===== src/rtl/dpram_pkg.sv =====
package dpram_pkg;
  typedef enum logic [1:0] {
    OWN_NONE  = 2'd0,
    OWN_LEFT  = 2'd1,
    OWN_RIGHT = 2'd2
  } owner_e;
endpackage


===== src/rtl/dpram_port_dec.sv =====
module dpram_port_dec (
  input  logic       ce0_n_i,
  input  logic       ce1_i,
  input  logic       oe_n_i,
  input  logic       we_n_i,
  input  logic       ub_n_i,
  input  logic       lb_n_i,
  input  logic       block_i,
  output logic       sel_o,
  output logic [1:0] wr_be_o,
  output logic [1:0] rd_be_o
);
  logic [1:0] lane;

  assign sel_o   = ~ce0_n_i & ce1_i;
  assign lane    = {~ub_n_i, ~lb_n_i};
  assign wr_be_o = (sel_o & ~we_n_i & ~block_i) ? lane : 2'b00;
  assign rd_be_o = (sel_o & we_n_i & ~oe_n_i) ? lane : 2'b00;
endmodule


===== src/rtl/dpram_arb.sv =====
module dpram_arb
  import dpram_pkg::*;
#(
  parameter int ADDR_W = 6
) (
  input  logic              clk_i,
  input  logic              rst_ni,
  input  logic              ms_i,
  input  logic              sel_l_i,
  input  logic              sel_r_i,
  input  logic [ADDR_W-1:0] addr_l_i,
  input  logic [ADDR_W-1:0] addr_r_i,
  output logic              lost_l_o,
  output logic              lost_r_o
);
  logic              match, match_q;
  logic              sel_l_q, sel_r_q;
  logic [ADDR_W-1:0] addr_l_q, addr_r_q;
  logic              l_old, r_old;
  owner_e            owner_q, winner, fresh;

  assign match = sel_l_i & sel_r_i & (addr_l_i == addr_r_i);
  // a port that already sat on this word last cycle came first
  assign l_old = sel_l_q & (addr_l_q == addr_l_i);
  assign r_old = sel_r_q & (addr_r_q == addr_r_i);
  assign fresh = (r_old & ~l_old) ? OWN_RIGHT : OWN_LEFT;

  always_comb begin
    winner = OWN_NONE;
    if (match) winner = (owner_q != OWN_NONE) ? owner_q : fresh;
  end

  // loser flag: current contention or one trailing cycle after it
  assign lost_l_o = (winner == OWN_RIGHT) | (owner_q == OWN_RIGHT);
  assign lost_r_o = (winner == OWN_LEFT)  | (owner_q == OWN_LEFT);

  always_ff @(posedge clk_i or negedge rst_ni) begin
    if (!rst_ni) begin
      owner_q  <= OWN_NONE;
      match_q  <= 1'b0;
      sel_l_q  <= 1'b0;
      sel_r_q  <= 1'b0;
      addr_l_q <= '0;
      addr_r_q <= '0;
    end else begin
      owner_q  <= winner;
      match_q  <= match;
      sel_l_q  <= sel_l_i;
      sel_r_q  <= sel_r_i;
      addr_l_q <= addr_l_i;
      addr_r_q <= addr_r_i;
    end
  end

  p_busy_excl_r5: assert property (@(posedge clk_i) disable iff (!rst_ni)
    !(lost_l_o && lost_r_o));
  p_busy_release_r8: assert property (@(posedge clk_i) disable iff (!rst_ni)
    (ms_i && !match && !match_q) |-> (!lost_l_o && !lost_r_o));
endmodule


===== src/rtl/dpram_core.sv =====
module dpram_core #(
  parameter int ADDR_W = 6,
  parameter int BYTE_W = 8
) (
  input  logic                clk_i,
  input  logic                rst_ni,
  input  logic [ADDR_W-1:0]   addr_l_i,
  input  logic [2*BYTE_W-1:0] wdata_l_i,
  input  logic [1:0]          wr_be_l_i,
  input  logic [1:0]          rd_be_l_i,
  output logic [2*BYTE_W-1:0] rdata_l_o,
  input  logic [ADDR_W-1:0]   addr_r_i,
  input  logic [2*BYTE_W-1:0] wdata_r_i,
  input  logic [1:0]          wr_be_r_i,
  input  logic [1:0]          rd_be_r_i,
  output logic [2*BYTE_W-1:0] rdata_r_o
);
  localparam int DATA_W = 2 * BYTE_W;
  localparam int DEPTH  = 1 << ADDR_W;

  logic [DATA_W-1:0] mem [DEPTH];

  // right first, left last: left prevails if both write one word
  always_ff @(posedge clk_i or negedge rst_ni) begin
    if (!rst_ni) begin
      for (int i = 0; i < DEPTH; i++) mem[i] <= '0;
    end else begin
      for (int b = 0; b < 2; b++) begin
        if (wr_be_r_i[b]) mem[addr_r_i][b*BYTE_W +: BYTE_W] <= wdata_r_i[b*BYTE_W +: BYTE_W];
        if (wr_be_l_i[b]) mem[addr_l_i][b*BYTE_W +: BYTE_W] <= wdata_l_i[b*BYTE_W +: BYTE_W];
      end
    end
  end

  for (genvar b = 0; b < 2; b++) begin : g_lane
    always_ff @(posedge clk_i or negedge rst_ni) begin
      if (!rst_ni) begin
        rdata_l_o[b*BYTE_W +: BYTE_W] <= '0;
        rdata_r_o[b*BYTE_W +: BYTE_W] <= '0;
      end else begin
        if (|rd_be_l_i)
          rdata_l_o[b*BYTE_W +: BYTE_W] <= rd_be_l_i[b] ? mem[addr_l_i][b*BYTE_W +: BYTE_W] : '0;
        if (|rd_be_r_i)
          rdata_r_o[b*BYTE_W +: BYTE_W] <= rd_be_r_i[b] ? mem[addr_r_i][b*BYTE_W +: BYTE_W] : '0;
      end
    end
  end

  p_lane_zero_r3: assert property (@(posedge clk_i) disable iff (!rst_ni)
    ((|rd_be_l_i) && !rd_be_l_i[1]) |=> (rdata_l_o[DATA_W-1:BYTE_W] == '0));
endmodule


===== src/rtl/dpram_arbiter.sv =====
module dpram_arbiter #(
  parameter int ADDR_W = 6,
  parameter int BYTE_W = 8
) (
  input  logic                clk_i,
  input  logic                rst_ni,
  input  logic                ms_i,
  input  logic                l_ce0_n_i,
  input  logic                l_ce1_i,
  input  logic                l_oe_n_i,
  input  logic                l_we_n_i,
  input  logic                l_ub_n_i,
  input  logic                l_lb_n_i,
  input  logic [ADDR_W-1:0]   l_addr_i,
  input  logic [2*BYTE_W-1:0] l_wdata_i,
  output logic [2*BYTE_W-1:0] l_rdata_o,
  input  logic                busy_l_i,
  output logic                busy_l_o,
  input  logic                r_ce0_n_i,
  input  logic                r_ce1_i,
  input  logic                r_oe_n_i,
  input  logic                r_we_n_i,
  input  logic                r_ub_n_i,
  input  logic                r_lb_n_i,
  input  logic [ADDR_W-1:0]   r_addr_i,
  input  logic [2*BYTE_W-1:0] r_wdata_i,
  output logic [2*BYTE_W-1:0] r_rdata_o,
  input  logic                busy_r_i,
  output logic                busy_r_o
);
  logic       sel_l, sel_r, lost_l, lost_r, block_l, block_r;
  logic [1:0] wr_be_l, rd_be_l, wr_be_r, rd_be_r;

  assign busy_l_o = ms_i & lost_l;
  assign busy_r_o = ms_i & lost_r;
  assign block_l  = ms_i ? lost_l : busy_l_i;
  assign block_r  = ms_i ? lost_r : busy_r_i;

  dpram_port_dec i_dec_l (
    .ce0_n_i(l_ce0_n_i), .ce1_i(l_ce1_i), .oe_n_i(l_oe_n_i), .we_n_i(l_we_n_i),
    .ub_n_i(l_ub_n_i), .lb_n_i(l_lb_n_i), .block_i(block_l),
    .sel_o(sel_l), .wr_be_o(wr_be_l), .rd_be_o(rd_be_l)
  );

  dpram_port_dec i_dec_r (
    .ce0_n_i(r_ce0_n_i), .ce1_i(r_ce1_i), .oe_n_i(r_oe_n_i), .we_n_i(r_we_n_i),
    .ub_n_i(r_ub_n_i), .lb_n_i(r_lb_n_i), .block_i(block_r),
    .sel_o(sel_r), .wr_be_o(wr_be_r), .rd_be_o(rd_be_r)
  );

  dpram_arb #(.ADDR_W(ADDR_W)) i_arb (
    .clk_i(clk_i), .rst_ni(rst_ni), .ms_i(ms_i),
    .sel_l_i(sel_l), .sel_r_i(sel_r), .addr_l_i(l_addr_i), .addr_r_i(r_addr_i),
    .lost_l_o(lost_l), .lost_r_o(lost_r)
  );

  dpram_core #(.ADDR_W(ADDR_W), .BYTE_W(BYTE_W)) i_core (
    .clk_i(clk_i), .rst_ni(rst_ni),
    .addr_l_i(l_addr_i), .wdata_l_i(l_wdata_i), .wr_be_l_i(wr_be_l),
    .rd_be_l_i(rd_be_l), .rdata_l_o(l_rdata_o),
    .addr_r_i(r_addr_i), .wdata_r_i(r_wdata_i), .wr_be_r_i(wr_be_r),
    .rd_be_r_i(rd_be_r), .rdata_r_o(r_rdata_o)
  );

  p_busy_rise_match_r4: assert property (@(posedge clk_i) disable iff (!rst_ni)
    ($rose(busy_l_o) || $rose(busy_r_o)) |->
      (!l_ce0_n_i && l_ce1_i && !r_ce0_n_i && r_ce1_i && (l_addr_i == r_addr_i)));
  p_slave_quiet_r9: assert property (@(posedge clk_i) disable iff (!rst_ni)
    !ms_i |-> (!busy_l_o && !busy_r_o));
endmodule


===== config.mk =====
export PLATFORM = sky130hd
export DESIGN_NAME = dpram_arbiter
export DESIGN_NICKNAME = d
export VERILOG_FILES = /design/src/rtl/dpram_pkg.sv /design/src/rtl/dpram_port_dec.sv /design/src/rtl/dpram_arb.sv /design/src/rtl/dpram_core.sv /design/src/rtl/dpram_arbiter.sv
export SDC_FILE = /design/constraint.sdc
export NUM_CORES = 2
export LEC_CHECK = 0
export ABC_AREA = 1
export BUFFER_PORTS_ARGS = -buffer_cell sky130_fd_sc_hd__buf_2
export CELL_PAD_IN_SITES_DETAIL_PLACEMENT = 0
export CELL_PAD_IN_SITES_GLOBAL_PLACEMENT = 1
export CORE_MARGIN = 5
export CORE_UTILIZATION = 35
export CTS_CLUSTER_SIZE = 40
export DETAILED_ROUTE_END_ITERATION = 16
export PLACE_DENSITY_LB_ADDON = 0.1
export SYNTH_ARGS = -nofsm -noshare
export SYNTH_HDL_FRONTEND = slang
export SYNTH_HIERARCHICAL = 1
export SYNTH_SLANG_ARGS = --single-unit

===== constraint.sdc =====
create_clock -name clk_i -period 3.4 [get_ports clk_i]
set_input_delay 0.51 -clock clk_i [delete_from_list [all_inputs] [get_ports clk_i]]
set_output_delay 0.51 -clock clk_i [all_outputs]
set_load 0.005 [all_outputs]

# Word-level counts from Yosys, hierarchy flattened
# Index checks and enable logic that the tools add are counted.
[op_classes]
n_lt_le_gt_ge = 4
bitwise = 34
reduce_logical = 5
n_eq_ne = 7
muxes = 35
[op_table]
columns = ["operator", "count"]
rows = [
  ["$bwmux 1024", 4],
  ["$mux 1024", 4],
  ["$demux 16 s6", 4],
  ["$bmux 16 s6", 2],
  ["$mux 16", 6],
  ["$mux 8", 6],
  ["$eq 6x6->1", 3],
  ["$and 1x1->1", 17],
  ["$ge 7x7->1 const B", 2],
  ["$lt 7x1->1 const B", 2],
  ["$mux 2", 7],
  ["$not 6->7", 2],
  ["$not 1->1", 13],
  ["$eq 2x1->1 const B", 2],
  ["$eq 2x2->1 const B", 2],
  ["$reduce_or 2->1", 2],
  ["$logic_and 1x1->1", 2],
  ["$mux 1", 2],
  ["$or 1x1->1", 2],
  ["$reduce_bool 2->1", 1],
]
[word_totals]
in_bits = 61
register_bits = 1072
word_cells = 158
out_inout_bits = 34

# Logic depth before layout (Yosys ltp)
[depth]
word_depth = 20
depth_mapped = 23
mapped_depth_nobuf = 22

# Cells and area by module
# The synthesis kept the hierarchy.
[by_module_without_submodules]
columns = ["mod", "cells_each", "area_per_inst_um2", "instances", "seq_area_each_um2"]
rows = [
  ["dpram_core", 10631, 70563.9, 1, 26425.3],
  ["dpram_arb", 110, 800.8, 1, 400.4],
  ["dpram_port_dec", 11, 48.8, 2, 0.0],
  ["dpram_arbiter", 9, 33.8, 1, 0.0],
]

# Worst setup path before layout
# Ideal clock, no wire load.
[synth_path]
path_kind = "input -> register"
start = "input r_addr_i[3]"
end = "register i_core/mem[69] (netlist bit)"
setup_slack_ns = 0.522
required_ns = 3.264
arrival_ns = 2.742
setup_time_ns = 0.136
path_buffers = 3
cell_stages = 19
path_cell_list = "inv_1 -> nor2_1 -> a21oi_1 -> nand2_1 -> nor2_1 -> nand2_1 -> nand3_1 -> o21ai_0 -> nand2_1 -> nand2_1 -> nor2_1 -> nand2_1 -> nor2_1 -> clkbuf_1 -> clkbuf_1 -> clkbuf_1 -> nand2_1 -> o211ai_1 -> o21ai_0"
[synth_via]
elab_chain_cells = 19
word_cells_on_any_way = 35
cone_classes = "order compare: 2; eq/ne: 4; mux: 18; bitwise: 10; reduce/logical: 1"
[synth_lines]
columns = ["item", "line", "text"]
rows = [
  ["from (decl)", "dpram_arbiter.sv:25", "input logic [ADDR_W-1:0] r_addr_i,"],
  ["$eq 6x6->1", "dpram_arb.sv:25", "assign r_old = sel_r_q & (addr_r_q == addr_r_i);"],
  ["$and 1x1->1", "dpram_arb.sv:25", ""],
  ["$and 1x1->1", "dpram_arb.sv:26", "assign fresh = (r_old & ~l_old) ? OWN_RIGHT : OWN_LEFT;"],
  ["$mux 2", "dpram_arb.sv:26", ""],
  ["$mux 2", "dpram_arb.sv:30", "if (match) winner = (owner_q != OWN_NONE) ? owner_q : fresh;"],
  ["$mux 2 *", "dpram_arb.sv:30", ""],
  ["$eq 2x1->1 *", "dpram_arb.sv:35", "assign lost_r_o = (winner == OWN_LEFT) | (owner_q == OWN_LEFT);"],
  ["$or 1x1->1 *", "dpram_arb.sv:35", ""],
  ["net lost_r", "dpram_arbiter.sv:31", "logic sel_l, sel_r, lost_l, lost_r, block_l, block_r;"],
  ["[... 1 more ...]", "-", ""],
  ["net block_r", "dpram_arbiter.sv:31", ""],
  ["[... 3 more ...]", "-", ""],
  ["net wr_be_r[0]", "dpram_arbiter.sv:32", "logic [1:0] wr_be_l, rd_be_l, wr_be_r, rd_be_r;"],
  ["$mux 1024 *", "dpram_core.sv:29", "if (wr_be_r_i[b]) mem[addr_r_i][b*BYTE_W +: BYTE_W] <= wdata_r_i[b*BYTE_W +: BYTE_W];"],
  ["$bwmux 1024", "dpram_core.sv:30", "if (wr_be_l_i[b]) mem[addr_l_i][b*BYTE_W +: BYTE_W] <= wdata_l_i[b*BYTE_W +: BYTE_W];"],
  ["$mux 1024 *", "dpram_core.sv:30", ""],
  ["$bwmux 1024", "dpram_core.sv:29", ""],
  ["$mux 1024 *", "dpram_core.sv:29", ""],
  ["$bwmux 1024", "dpram_core.sv:30", ""],
  ["$mux 1024 *", "dpram_core.sv:30", ""],
  ["to (signal, indexed assignment)", "dpram_core.sv:29", ""],
  ["to (signal, indexed assignment)", "dpram_core.sv:30", ""],
  ["to (decl)", "dpram_core.sv:21", "logic [DATA_W-1:0] mem [DEPTH];"],
]
# The timed path passes the listed nets; every way through them passes the cells marked *.
# A chain may end at the register's enable or synchronous reset.

# Worst setup path after layout
[layout_path]
start = "input r_addr_i[2]"
end = "register i_core/mem[416] (netlist bit)"
[layout_via]
elab_chain_cells = 19
word_cells_on_any_way = 35
cone_classes = "order compare: 2; eq/ne: 4; mux: 18; bitwise: 10; reduce/logical: 1"
[layout_lines]
columns = ["item", "line", "text"]
rows = [
  ["$eq 6x6->1", "dpram_arb.sv:25", ""],
  ["$and 1x1->1", "dpram_arb.sv:25", ""],
  ["$and 1x1->1", "dpram_arb.sv:26", ""],
  ["$mux 2", "dpram_arb.sv:26", ""],
  ["$mux 2 (2 in a row)", "dpram_arb.sv:30", ""],
  ["$eq 2x1->1", "dpram_arb.sv:35", ""],
  ["$or 1x1->1", "dpram_arb.sv:35", ""],
  ["$mux 1", "dpram_arbiter.sv:37", "assign block_r = ms_i ? lost_r : busy_r_i;"],
  ["[... 2 more ...]", "-", ""],
  ["$mux 2", "dpram_port_dec.sv:17", "assign wr_be_o = (sel_o & ~we_n_i & ~block_i) ? lane : 2'b00;"],
  ["$mux 1024", "dpram_core.sv:29", ""],
  ["$bwmux 1024", "dpram_core.sv:30", ""],
  ["$mux 1024", "dpram_core.sv:30", ""],
  ["$bwmux 1024", "dpram_core.sv:29", ""],
  ["$mux 1024", "dpram_core.sv:29", ""],
  ["$bwmux 1024", "dpram_core.sv:30", ""],
  ["$mux 1024 *", "dpram_core.sv:30", ""],
]
# Mark *: on every way between the ends. The rest lies on a longest branch, timed or not.

==> impl_metrics.csv <==
group,metric,value,unit
detailed_routing,route.antenna.remaining_nets,0,
placed_design,io_buffers,94,
power_and_ir_drop,seqPwrFrac,37.9,%
finish,design_area,0.0867,sq mm
power_and_ir_drop,p_clk_share,44.5,%
logic_synthesis,netlist_top_cells_count,"nand2_1, inv_1, dfrtp_1",
worst_setup_path,crit_path_start_kind,"input port",
floorplanning,std_cell_rows,166,
detailed_routing,dr.pass1.iters,6,
worst_setup_path,required,4.06,ns
finish,multiInputGateArea,0.0369,sq mm
logic_synthesis,syn_inst,10800,
finish,regArea,0.0268,sq mm
detailed_routing,drc,0,
logic_synthesis,synth-edff-count,0,
logic_synthesis,yosysTopAreaCell,"dfrtp_1",
power_and_ir_drop,p_sw,11.4,mW
power_and_ir_drop,p_comb_share,17.5,%
cts,cts_hold_buf,11,
cts,worst_skew_pair.late_latency,0.83,ns
logic_synthesis,synth_nets,10800,
placed_design,gp_congestion,0.944,
logic_synthesis,yosysWarnings,6,
floorplanning,fp.dieW,462,um
logic_synthesis,ys_ff_latch,1072,
global_routing,globalRouteOverflowTotal,0,
sta,fin_crit_sh,95.6,%
detailed_routing,wl,363,mm
detailed_routing,drt_iter0_drc,9128,
logic_synthesis,synthFlopType,"dfrtp_1",
logic_synthesis,synth_most_common_cell,"nand2_1",
cts,clkTransAtPathRegs,0.06,ns
worst_hold_path,min_path_type,"input port to register",
worst_setup_path,cpMostUsedCell,"buf_4",
worst_setup_path,cp_cell_sequence,"dlygate4sd3_1 -> buf_2 -> buf_4 -> inv_1 -> nor2_4 -> buf_12 -> nand2_1 -> buf_4 -> nor2_1 -> buf_4 -> nand2_1 -> o21ai_0 -> o22ai_1",
worst_setup_path,critPathMaxStageDelay,0.52,ns
sta,timing.final.ws_setup,0.151,ns
global_routing,grt_pass1_wl,523,mm
logic_synthesis,async_flop_share,100,%
logic_synthesis,synth.avg_cell_area,6.64,sq um
sta,fmax,0.308,GHz
cts,cts_buffer_depth,3,
detailed_routing,num_vias,78300,
worst_setup_path,crit_fanout,41,
logic_synthesis,yosysTopAreaCellShare,37.5,%
cts,post-cts-setup-buffers,0,
global_routing,grt_usage,33.2,%
placed_design,post-place-ws,0.0330,ns
sta,setup_violations,0,
cts,cts_resized,0,
outcome,status,"complete, no violations",
finish,fin_nets,11100,
finish,syn2layout_area_growth,21.3,%
sta,period_needed,3.25,ns
logic_synthesis,synth_area_leaders,"dfrtp_1, nand2_1, o211ai_1",
worst_setup_path,path_class,"input port to register",
placed_design,placed_area,0.0817,sq mm
cts,cts_tree,"built",
logic_synthesis,ys_seq_area_share,37.5,%
logic_synthesis,ys_types,35,
cts,cts_made_buffers,144,
power_and_ir_drop,power.internal,25.2,mW
floorplanning,die_h,462,um
cts,h-tree-depth,4,
sta,rsz0062_at_grt,"false",
global_routing,antenna_found_initial,13,
placed_design,hpwlAfterDp,249,mm
detailed_routing,avgRoutedWirePerCell,26.2,um
floorplanning,initial_core_util,35.1,%
cts,root_buffer,"clkbuf_16",
detailed_routing,viasPerCell,5.67,
floorplanning,design.core.area,0.204,sq mm
cts,clock_sinks,1072,
worst_setup_path,crit_arrival,3.91,ns
sta,slew_headroom,23.4,%
floorplanning,dieArea,0.213,sq mm
power_and_ir_drop,leakagePower,40.8,nW
finish,drive_gt1_share,12.8,%
worst_setup_path,end_kind,"register",
sta,worst_pin_slew,1.15,ns
sta,slew_violations,0,
sta,skew,0.0342,ns
power_and_ir_drop,swShare,31.1,%
power_and_ir_drop,power_density,421,mW/mm^2
power_and_ir_drop,irDropWorstVdd,567,uV
flow_run,drv_cap,0,
floorplanning,io_pins,95,
global_routing,grt_max_degree,119,
global_routing,grt_pass1_vias,73300,
sta,hold_viol,0,
worst_setup_path,cp_slowest_cell,"dlygate4sd3_1",
logic_synthesis,syn-cell-area,0.0715,sq mm
sta,whs,0.0702,ns
finish,nFillCells,21200,
==> path summary, 6_finish.rpt <==
path / start / to / slack [ns] / depth (start not counted)
max in group asynchronous: rst_ni / i_core/mem[916] / 1.89 / 5
min reg2reg: i_core/rdata_l_o[2] / i_core/rdata_l_o[2] / 0.48 / 2
min in group asynchronous: rst_ni / i_core/mem[360] / 0.36 / 2
min: l_ce1_i / i_arb/sel_l_q / 0.07 / 4
max reg2reg: i_arb/addr_r_q[4] / i_core/mem[858] / 0.38 / 19
max: r_addr_i[2] / i_core/mem[416] / 0.15 / 13
==> final cells by class <==
| class | count | share of cell area (%) |
|---|---|---|
| multi-input cells | 7730 | 42.6 |
| flip-flops and latches | 1072 | 30.9 |
| repair buffers | 970 | 12.0 |
| inverters | 1102 | 4.84 |
| clock buffers | 200 | 4.82 |
| well taps | 2688 | 3.88 |
| clock inverters | 55 | 0.876 |
| diodes | 4 | 0.0115 |
==> power by group through the flow <==
| stage | combinational [mW] | sequential (mW) | clock, mW |
|---|---|---|---|
| floorplan | 3.41 | 14.0 | 0 |
| detailed placement | 6.27 | 14.1 | 0 |
| global route | 6.95 | 13.9 | 17.0 |
| CTS | 6.31 | 13.9 | 16.6 |
| global placement | 6.21 | 14.1 | 0 |
| finish | 6.40 | 13.9 | 16.3 |
==> cell usage in the layout, fill, tap and decap left out, drive strengths merged, types with 244 or more instances in the layout <==
| cell type | n |
|---|---|
| nand2 | 3868 |
| o21ai | 1275 |
| inv | 1094 |
| dfrtp | 1072 |
| nand3 | 1009 |
| buf | 959 |
| o211ai | 782 |
| a21oi | 267 |
| o22ai | 260 |
| nor2 | 244 |
==> metrics by stage <==
step	total power [mW]	TNS [ns]	util, %	cells
2_1_floorplan	17.4	0	-	10800
3_3_place_gp	20.3	-0.000658	40.0	13600
3_5_place_dp	20.4	0	40.0	13600
4_1_cts	36.7	0	42.5	13800
5_1_grt	37.9	0	42.5	13800
6_report	36.5	0	42.5	13800
==> metal layers <==
metal | GRT usage (%) | part of all wire (%) | vias up
li1 | - | - | 36000
met1 | 45.7 | 43 | 38000
met2 | 50.7 | 44 | 3637
met3 | 6.15 | 8.3 | 698
met4 | 15.0 | 5.1 | 4
met5 | 0 | 0.0074 | -
==> kinds of logic (layout without fill, tap and decap cells) <==
group / after synthesis / in the layout / synth area share (%)
and+or+nand+nor: 5133 / 5133 / 29.6
AOI/OAI and AO/OA: 2597 / 2597 / 21.9
buffers and inverters: 1970 / 2327 / 10.9
DFF: 1072 / 1072 / 37.5
other: 0 / 4 / 0
==> critical path, delay by kind of cell <==
kind,cells,cell delay (ns)
AO/OA/AOI/OAI,2,0.32
buffers and inverters,7,1.82
AND/OR/NAND/NOR,4,1.21
==> sequential cells by signal, summed over array words and instances (netlist names) <==
signal	count
i_core/mem	1024
i_core/rdata_l_o	16
i_core/rdata_r_o	16
i_arb/addr_l_q	6
i_arb/addr_r_q	6
i_arb/owner_q	2
i_arb/sel_l_q	1
i_arb/sel_r_q	1
(Power assumes the default switching activity.)
